File: config.mk
export PLATFORM = sky130hd
export DESIGN_NAME = sram_ret_seq
export DESIGN_NICKNAME = d
export VERILOG_FILES = /design/src/rtl/sram_ret_pkg.sv /design/src/rtl/sram_ret_timer.sv /design/src/rtl/sram_ret_decode.sv /design/src/rtl/sram_ret_seq.sv
export SDC_FILE = /design/constraint.sdc
export NUM_CORES = 1
export LEC_CHECK = 0
export ABC_CLOCK_PERIOD_IN_PS = 1500
export BUFFER_PORTS_ARGS = -buffer_cell sky130_fd_sc_hd__buf_2
export CAP_MARGIN = 20
export CORE_MARGIN = 1.5
export CORE_UTILIZATION = 48
export CTS_CLUSTER_SIZE = 14
export DETAILED_ROUTE_END_ITERATION = 16
export PLACE_DENSITY_LB_ADDON = 0.3
export SETUP_SLACK_MARGIN = 0.15
export SLEW_MARGIN = 20
export SYNTH_ARGS = -nofsm -noshare
export SYNTH_HDL_FRONTEND = slang
export SYNTH_SLANG_ARGS = --single-unit
File: constraint.sdc
create_clock -name clk_i -period 1.5 [get_ports clk_i]
set_input_delay 0.45 -clock clk_i [delete_from_list [all_inputs] [get_ports clk_i]]
set_output_delay 0.45 -clock clk_i [all_outputs]
set_load 0.03 [all_outputs]
File: src/rtl/sram_ret_pkg.sv
package sram_ret_pkg;

    typedef enum logic [2:0] {
        ST_ACTIVE   = 3'd0,
        ST_STBY     = 3'd1,
        ST_CLKOFF   = 3'd2,
        ST_RETLO    = 3'd3,
        ST_PGOFF    = 3'd4,
        ST_RETAINED = 3'd5,
        ST_PWRON    = 3'd6,
        ST_RETHI    = 3'd7
    } ret_state_e;

    typedef struct packed {
        ret_state_e state;
        logic       wake_pend;
    } seq_regs_t;

    typedef struct packed {
        logic ce_n;
        logic ret_n;
        logic clk_en;
        logic peri_en;
        logic core_en;
        logic ready;
        logic busy;
        logic gnt;
    } macro_ctl_t;

    function automatic logic is_entry(ret_state_e s);
        return (s == ST_STBY) || (s == ST_CLKOFF) ||
               (s == ST_RETLO) || (s == ST_PGOFF);
    endfunction

endpackage

File: src/rtl/sram_ret_timer.sv
module sram_ret_timer #(
    parameter int SETTLE_CYCLES = 200,
    localparam int CW = $clog2(SETTLE_CYCLES) + 1
) (
    input  logic clk_i,
    input  logic rst_ni,
    input  logic start_i,
    output logic expired_o
);

    logic [CW-1:0] cnt_d, cnt_q;

    // A start loads the count; the owning state then lasts SETTLE_CYCLES edges.
    always_comb begin
        cnt_d = cnt_q;
        if (start_i) begin
            cnt_d = CW'(SETTLE_CYCLES - 1);
        end else if (cnt_q != '0) begin
            cnt_d = cnt_q - 1'b1;
        end
    end

    always_ff @(posedge clk_i or negedge rst_ni) begin
        if (!rst_ni) begin
            cnt_q <= '0;
        end else begin
            cnt_q <= cnt_d;
        end
    end

    assign expired_o = (cnt_q == '0);

endmodule

File: src/rtl/sram_ret_decode.sv
module sram_ret_decode
    import sram_ret_pkg::*;
(
    input  ret_state_e state_i,
    input  logic       acc_req_i,
    output macro_ctl_t ctl_o
);

    always_comb begin
        ctl_o         = '0;
        ctl_o.core_en = 1'b1;
        ctl_o.ce_n    = 1'b1;
        unique case (state_i)
            ST_ACTIVE: begin
                ctl_o.ret_n   = 1'b1;
                ctl_o.clk_en  = 1'b1;
                ctl_o.peri_en = 1'b1;
                ctl_o.ready   = 1'b1;
                ctl_o.gnt     = acc_req_i;
                ctl_o.ce_n    = ~acc_req_i;
            end
            ST_STBY: begin
                ctl_o.ret_n   = 1'b1;
                ctl_o.clk_en  = 1'b1;
                ctl_o.peri_en = 1'b1;
                ctl_o.busy    = 1'b1;
            end
            ST_CLKOFF, ST_RETHI: begin
                ctl_o.ret_n   = 1'b1;
                ctl_o.peri_en = 1'b1;
                ctl_o.busy    = 1'b1;
            end
            ST_RETLO, ST_PWRON: begin
                ctl_o.peri_en = 1'b1;
                ctl_o.busy    = 1'b1;
            end
            ST_PGOFF: begin
                ctl_o.busy    = 1'b1;
            end
            ST_RETAINED: begin
                ctl_o.busy    = 1'b0;
            end
            default: begin
                ctl_o.busy    = 1'b1;
            end
        endcase
    end

endmodule

File: src/rtl/sram_ret_seq.sv
module sram_ret_seq
    import sram_ret_pkg::*;
#(
    parameter int SETTLE_CYCLES = 200
) (
    input  logic clk_i,
    input  logic rst_ni,
    input  logic sleep_req_i,
    input  logic wake_req_i,
    input  logic acc_req_i,
    output logic acc_gnt_o,
    output logic mem_ce_no,
    output logic mem_ret_no,
    output logic mem_clk_en_o,
    output logic periph_pwr_en_o,
    output logic core_pwr_en_o,
    output logic ready_o,
    output logic busy_o
);

    seq_regs_t  r_d, r_q;
    logic       tmr_start;
    logic       tmr_expired;
    macro_ctl_t ctl;

    sram_ret_timer #(
        .SETTLE_CYCLES(SETTLE_CYCLES)
    ) u_timer (
        .clk_i    (clk_i),
        .rst_ni   (rst_ni),
        .start_i  (tmr_start),
        .expired_o(tmr_expired)
    );

    always_comb begin
        r_d       = r_q;
        tmr_start = 1'b0;
        unique case (r_q.state)
            ST_ACTIVE: if (sleep_req_i) begin
                r_d.state = ST_STBY;
                tmr_start = 1'b1;
            end
            ST_STBY: if (tmr_expired) begin
                r_d.state = ST_CLKOFF;
                tmr_start = 1'b1;
            end
            ST_CLKOFF: if (tmr_expired) begin
                r_d.state = ST_RETLO;
                tmr_start = 1'b1;
            end
            ST_RETLO: if (tmr_expired) begin
                r_d.state = ST_PGOFF;
                tmr_start = 1'b1;
            end
            ST_PGOFF: if (tmr_expired) begin
                r_d.state = ST_RETAINED;
            end
            ST_RETAINED: if (wake_req_i || r_q.wake_pend) begin
                r_d.state     = ST_PWRON;
                r_d.wake_pend = 1'b0;
                tmr_start     = 1'b1;
            end
            ST_PWRON: if (tmr_expired) begin
                r_d.state = ST_RETHI;
                tmr_start = 1'b1;
            end
            ST_RETHI: if (tmr_expired) begin
                r_d.state = ST_ACTIVE;
            end
            default: r_d.state = ST_ACTIVE;
        endcase
        // Wake seen mid-entry is remembered until retention is reached.
        if (is_entry(r_q.state) && wake_req_i) begin
            r_d.wake_pend = 1'b1;
        end
    end

    always_ff @(posedge clk_i or negedge rst_ni) begin
        if (!rst_ni) begin
            r_q.state     <= ST_ACTIVE;
            r_q.wake_pend <= 1'b0;
        end else begin
            r_q <= r_d;
        end
    end

    sram_ret_decode u_decode (
        .state_i  (r_q.state),
        .acc_req_i(acc_req_i),
        .ctl_o    (ctl)
    );

    assign acc_gnt_o       = ctl.gnt;
    assign mem_ce_no       = ctl.ce_n;
    assign mem_ret_no      = ctl.ret_n;
    assign mem_clk_en_o    = ctl.clk_en;
    assign periph_pwr_en_o = ctl.peri_en;
    assign core_pwr_en_o   = ctl.core_en;
    assign ready_o         = ctl.ready;
    assign busy_o          = ctl.busy;

endmodule

**Word level (Yosys, flattened, before mapping)**

Cells that the tools add are included.

- Register bits after elaboration: 13
- Bits of input ports: 5
- Logic and storage cells: 62

- Add/subtract/negate cells: 1
- Equal/unequal tests: 15
- Mux-type cells: 24
- Bitwise gates (word level): 1
- Reductions and logical operators: 18

Operator list:

| kind | number |
|---|---|
| $pmux W3 S8 | 1 |
| $mux W3 | 7 |
| $mux W9 | 2 |
| $ne A2 B2 Y1 const B | 8 |
| $eq A3 B3 Y1 const B | 4 |
| $mux W1 | 12 |
| $reduce_or A6 Y1 | 2 |
| $logic_not A9 Y1 | 1 |
| $reduce_bool A9 Y1 | 1 |
| $sub A9 B1 Y9 const B | 1 |
| $reduce_and A8 Y1 | 1 |
| $reduce_or A4 Y1 | 2 |
| $eq A3 B2 Y1 const B | 2 |
| $reduce_bool A2 Y1 | 3 |
| $logic_or A1 B1 Y1 | 4 |
| $mux W4 | 1 |
| $eq A3 B1 Y1 const B | 1 |
| $logic_not A3 Y1 | 1 |
| $pmux W1 S3 | 1 |
| $reduce_and A2 Y1 | 1 |
| $reduce_or A2 Y1 | 1 |
| $logic_and A1 B1 Y1 | 1 |
| $not A1 Y1 | 1 |

**Logic depth before layout (Yosys ltp)**

- Word-level depth: 7
- Gate-level depth with buffers: 6

**Cells and area by module**

A second synthesis with hierarchy kept.

- Cell total of the unflattened synthesis: 89
- Area, all modules: 808.3 um^2

By module, submodules not included:

| module | times used | cells an instance | area each (um^2) |
|---|---|---|---|
| sram_ret_timer | 1 | 51 | 486.7 |
| sram_ret_seq | 1 | 27 | 251.5 |
| sram_ret_decode | 1 | 11 | 70.1 |

**Worst setup path before layout**

OpenSTA, ideal clock, no wires.

- Path kind: reg2out
- Start: reg r_q[3] (netlist name)
- End: out mem_ce_no
- Arrival time: 1972 ps
- Data required time: 1050 ps
- Path slack: -922 ps
- Stages on the path, launching flop included: 5
- Buffers on the path: 1
- Cells stage by stage: dfrtp_1 -> clkbuf_1 -> nor3_1 -> and2_1 -> inv_1

- Cells in the longest elaborated chain, start to end: 2

Ends and longest elaborated chain:

| item | RTL line | text |
|---|---|---|
| from (decl) | sram_ret_seq.sv:21 | `seq_regs_t r_d, r_q;` |
| from (signal assigned) | sram_ret_seq.sv:83 | `r_q <= r_d;` |
| $logic_not A3 Y1 | sram_ret_decode.sv:13 | `unique case (state_i)` |
| $mux W1 | sram_ret_decode.sv:13 |  |
| to (decl) | sram_ret_seq.sv:12 | `output logic mem_ce_no,` |

No other way between the ends.

**Worst setup path in the final report**

Ends and elaborated chain as after synthesis.

==> flow_summary_export.csv <==
group,metric,value,unit
cts,cts_sinks,13,
route,first_iter_violations,51,
logic_synthesis,synth_top_area_cell,"dfrtp_1",
logic_synthesis,synth_top_area_share,40.75,%
cts,cts_root_buf,"clkbuf_4",
route,drt-total-wl,3454,um
logic_synthesis,synthCells,87,
sta,maxSlewViolCount,0,
run_status,failed_checks,"setup timing",
floorplanning,io_pins,13,
floorplanning,die_area,0.001917,mm2
floorplanning,row_count,14,
run_status,status,"finished with violations",
route,drc,0,
cells_and_area,instances_no_fill,150,
route,drtAntennaViolNets,0,
placement,hpwl,1398,um
worst_setup_path,arrival,1300,ps
placement,portBuffers,11,
sta,finalCriticalPeriod,1752,ps
worst_setup_path,crit_required,1050,ps
worst_setup_path,reg2reg_depth,5,
floorplanning,die_h,43.78,um
cells_and_area,n_antenna_cell,0,
grt,grt_use_total,32.01,%
cells_and_area,final_layout_size_suffix_gt1_share,67.16,%
cts,cts_made_buffers,3,
sta,hold_violations,0,
cts,clk_latency,280,ps
pwr,leakage,0.5992,nW
logic_synthesis,yosysSeqAreaShare,40.75,%
sta,grt_setup_unrepaired,"true",
logic_synthesis,synth_edf_count,0,
cts,clockBufferDepth,2,
route,num_vias,973,
sta,finalClockSkew,3.517,ps
floorplanning,core_area,0.001524,mm2
worst_setup_path,reg2reg_slack,-130,ps
logic_synthesis,async_flop_share,100.0,%
route,wl_per_cell,23.03,um
cells_and_area,nNetsFinal,141,
grt,grt_pass1_wl,4409,um
worst_setup_path,crit_fanout,6,
logic_synthesis,yosys-top-cells-area,"dfrtp_1 (41%), nand2_1 (5.2%), xnor2_1 (4.4%), nand2b_1 (3.1%), or3_1 (3.1%)",
logic_synthesis,ys.flop_type,"dfrtp_1",
min_path,hold_path_class,"input pin to async pin",
floorplanning,fp.dieW,43.78,um
placement,dp_cells,127,
route,drtPass1Iterations,5,
logic_synthesis,synth_area,798.3,um2
sta,fmax,0.5708,GHz
logic_synthesis,avgSynthCellArea,9.175,um2
worst_setup_path,critical_path_class,"flip-flop to output pin",
grt,grt_pass1_vias,895,
placement,routabilityCongestion,0.8292,
cells_and_area,area_growth,74.77,%
floorplanning,start_util,52.38,%
pwr,worst_ir_drop_vdd,1.458,mV
cts,cts_tree,"built",
logic_synthesis,yosysWarnings,0,
sta,setup_tns,-2276,ps
sta,setup_viol,17,
grt,grt_max_degree,14,
sta,setup_ws,-251.9,ps
grt,antenna_found_initial,0,
flow_run,max-cap-violations,0,
grt,grt_overflow,0,
cts,clk_pin_slew,80,ps
logic_synthesis,synth.distinct_cells,33,
cts,h-tree-depth,1,
worst_setup_path,end_kind,"output pin",
pwr,cellPowerDensity,2023,mW/mm2
worst_setup_path,worstReg2RegStart,"u_timer.cnt_q[1]",
logic_synthesis,ys_ff_latch,13,
logic_synthesis,synth_nets,93,
worst_setup_path,crit_path_start_kind,"flip-flop",
sta,fin_crit_sh,116.8,%
route,via_per_inst,6.487,
worst_setup_path,reg2reg_to,"u_timer.cnt_q[8]",
## placed cells by master, fill, tap and decap left out, types with 3 or more instances in the layout
| cell | n |
|---|---|
| buf_2 | 4 |
| nand2_1 | 9 |
| or3_4 | 3 |
| buf_4 | 33 |
| clkbuf_4 | 3 |
| buf_6 | 10 |
| dfrtp_2 | 6 |
| dfrtp_1 | 7 |
| a21boi_2 | 3 |
| o211ai_1 | 3 |
| nor2_1 | 3 |
## critical path, cell delays in order (launching register included)
cell,delay [ps]
dfrtp_2,470
nor3_4,220
and2_4,170
inv_2,30
buf_6,120
## power breakdown
part | switching [mW] | internal [mW] | total (mW)
registers | 0.218 | 0.506 | 0.724
logic | 0.959 | 0.915 | 1.87
clock network | 0.121 | 0.103 | 0.225
total | 1.30 | 1.53 | 2.82
## flip-flops by register name, indices dropped and copies added (netlist names)
signal	count
r_q	4
u_timer.cnt_q	9
## cell type report
| type | instances | area [um2] |
|---|---|---|
| Tap cell | 16 | 20.02 |
| Clock buffer | 4 | 26.28 |
| Timing Repair Buffer | 47 | 380.4 |
| Fill cell | 56 | 128.9 |
| Multi-Input combinational cell | 67 | 624.3 |
| Sequential cell | 13 | 332.8 |
| Inverter | 3 | 11.26 |
## kinds of logic after synthesis
family	Yosys count	share of synthesized area, %
AO/OA/AOI/OAI	18	17.40
XOR/XNOR	6	6.583
multiplexers	1	1.254
adder cells (fa/ha/maj)	1	1.567
AND/OR/NAND/NOR	39	27.27
flip-flops	13	40.75
other	1	0.4698
buffers and inverters	8	4.701
## synthesized netlist by cell type (3+ instances only)
| library cell | count |
|---|---|
| or4_1 | 3 |
| o211ai_1 | 3 |
| nand2_1 | 11 |
| xnor2_1 | 4 |
| nor2_1 | 5 |
| a21oi_1 | 3 |
| dfrtp_1 | 13 |
| nand3_1 | 3 |
| a21boi_0 | 3 |
| nand2b_1 | 4 |
| or3_1 | 4 |
| inv_1 | 3 |
## layer usage
| layer | global-route usage, % | part of all wire (%) | up-vias |
|---|---|---|---|
| met5 | 0 | 0 | - |
| li1 | - | - | 407 |
| met1 | 41.62 | 36 | 481 |
| met3 | 8.750 | 8.9 | 23 |
| met2 | 51.76 | 51 | 62 |
| met4 | 9.697 | 4.3 | 0 |
## how the worst max path moves through the flow
stage | start | end | slack, ps | cells past startpoint
6_report | r_q[3] | mem_ce_no | -250 | 4
4_1_cts | r_q[1] | acc_gnt_o | -220 | 3
5_1_grt | r_q[3] | mem_ce_no | -310 | 4
3_3_place_gp | wake_req_i | u_timer.cnt_q[3] | -140 | 5
2_1_floorplan | r_q[1] | mem_ce_no | -290 | 4
3_5_place_dp | wake_req_i | u_timer.cnt_q[2] | -130 | 5
## metrics by stage
step | power [mW] | hold WS, ps | util [%] | cell area, um2 | worst slack, ps
6_report | 2.823 | 43.12 | 91.54 | 1395 | -251.9
5_1_grt | 2.914 | 51.06 | 91.54 | 1395 | -309.3
4_1_cts | 2.489 | 47.71 | 84.81 | 1292 | -216.6
3_5_place_dp | 1.863 | 353.7 | 67.32 | 1026 | -126.3
3_3_place_gp | 1.809 | 353.2 | 67.32 | 1026 | -140.7
2_1_floorplan | 1.406 | 154.4 | - | 867.1 | -289.3
## what timing repair did
action,4_1_cts,5_1_grt
hold buffers,0,0
pin swaps,15,17
buffers inserted,12,6
gates resized for setup,43,16
setup endpoints to repair,19,20
gates cloned,1,0
No activity file was read; power rests on OpenSTA's default activity.
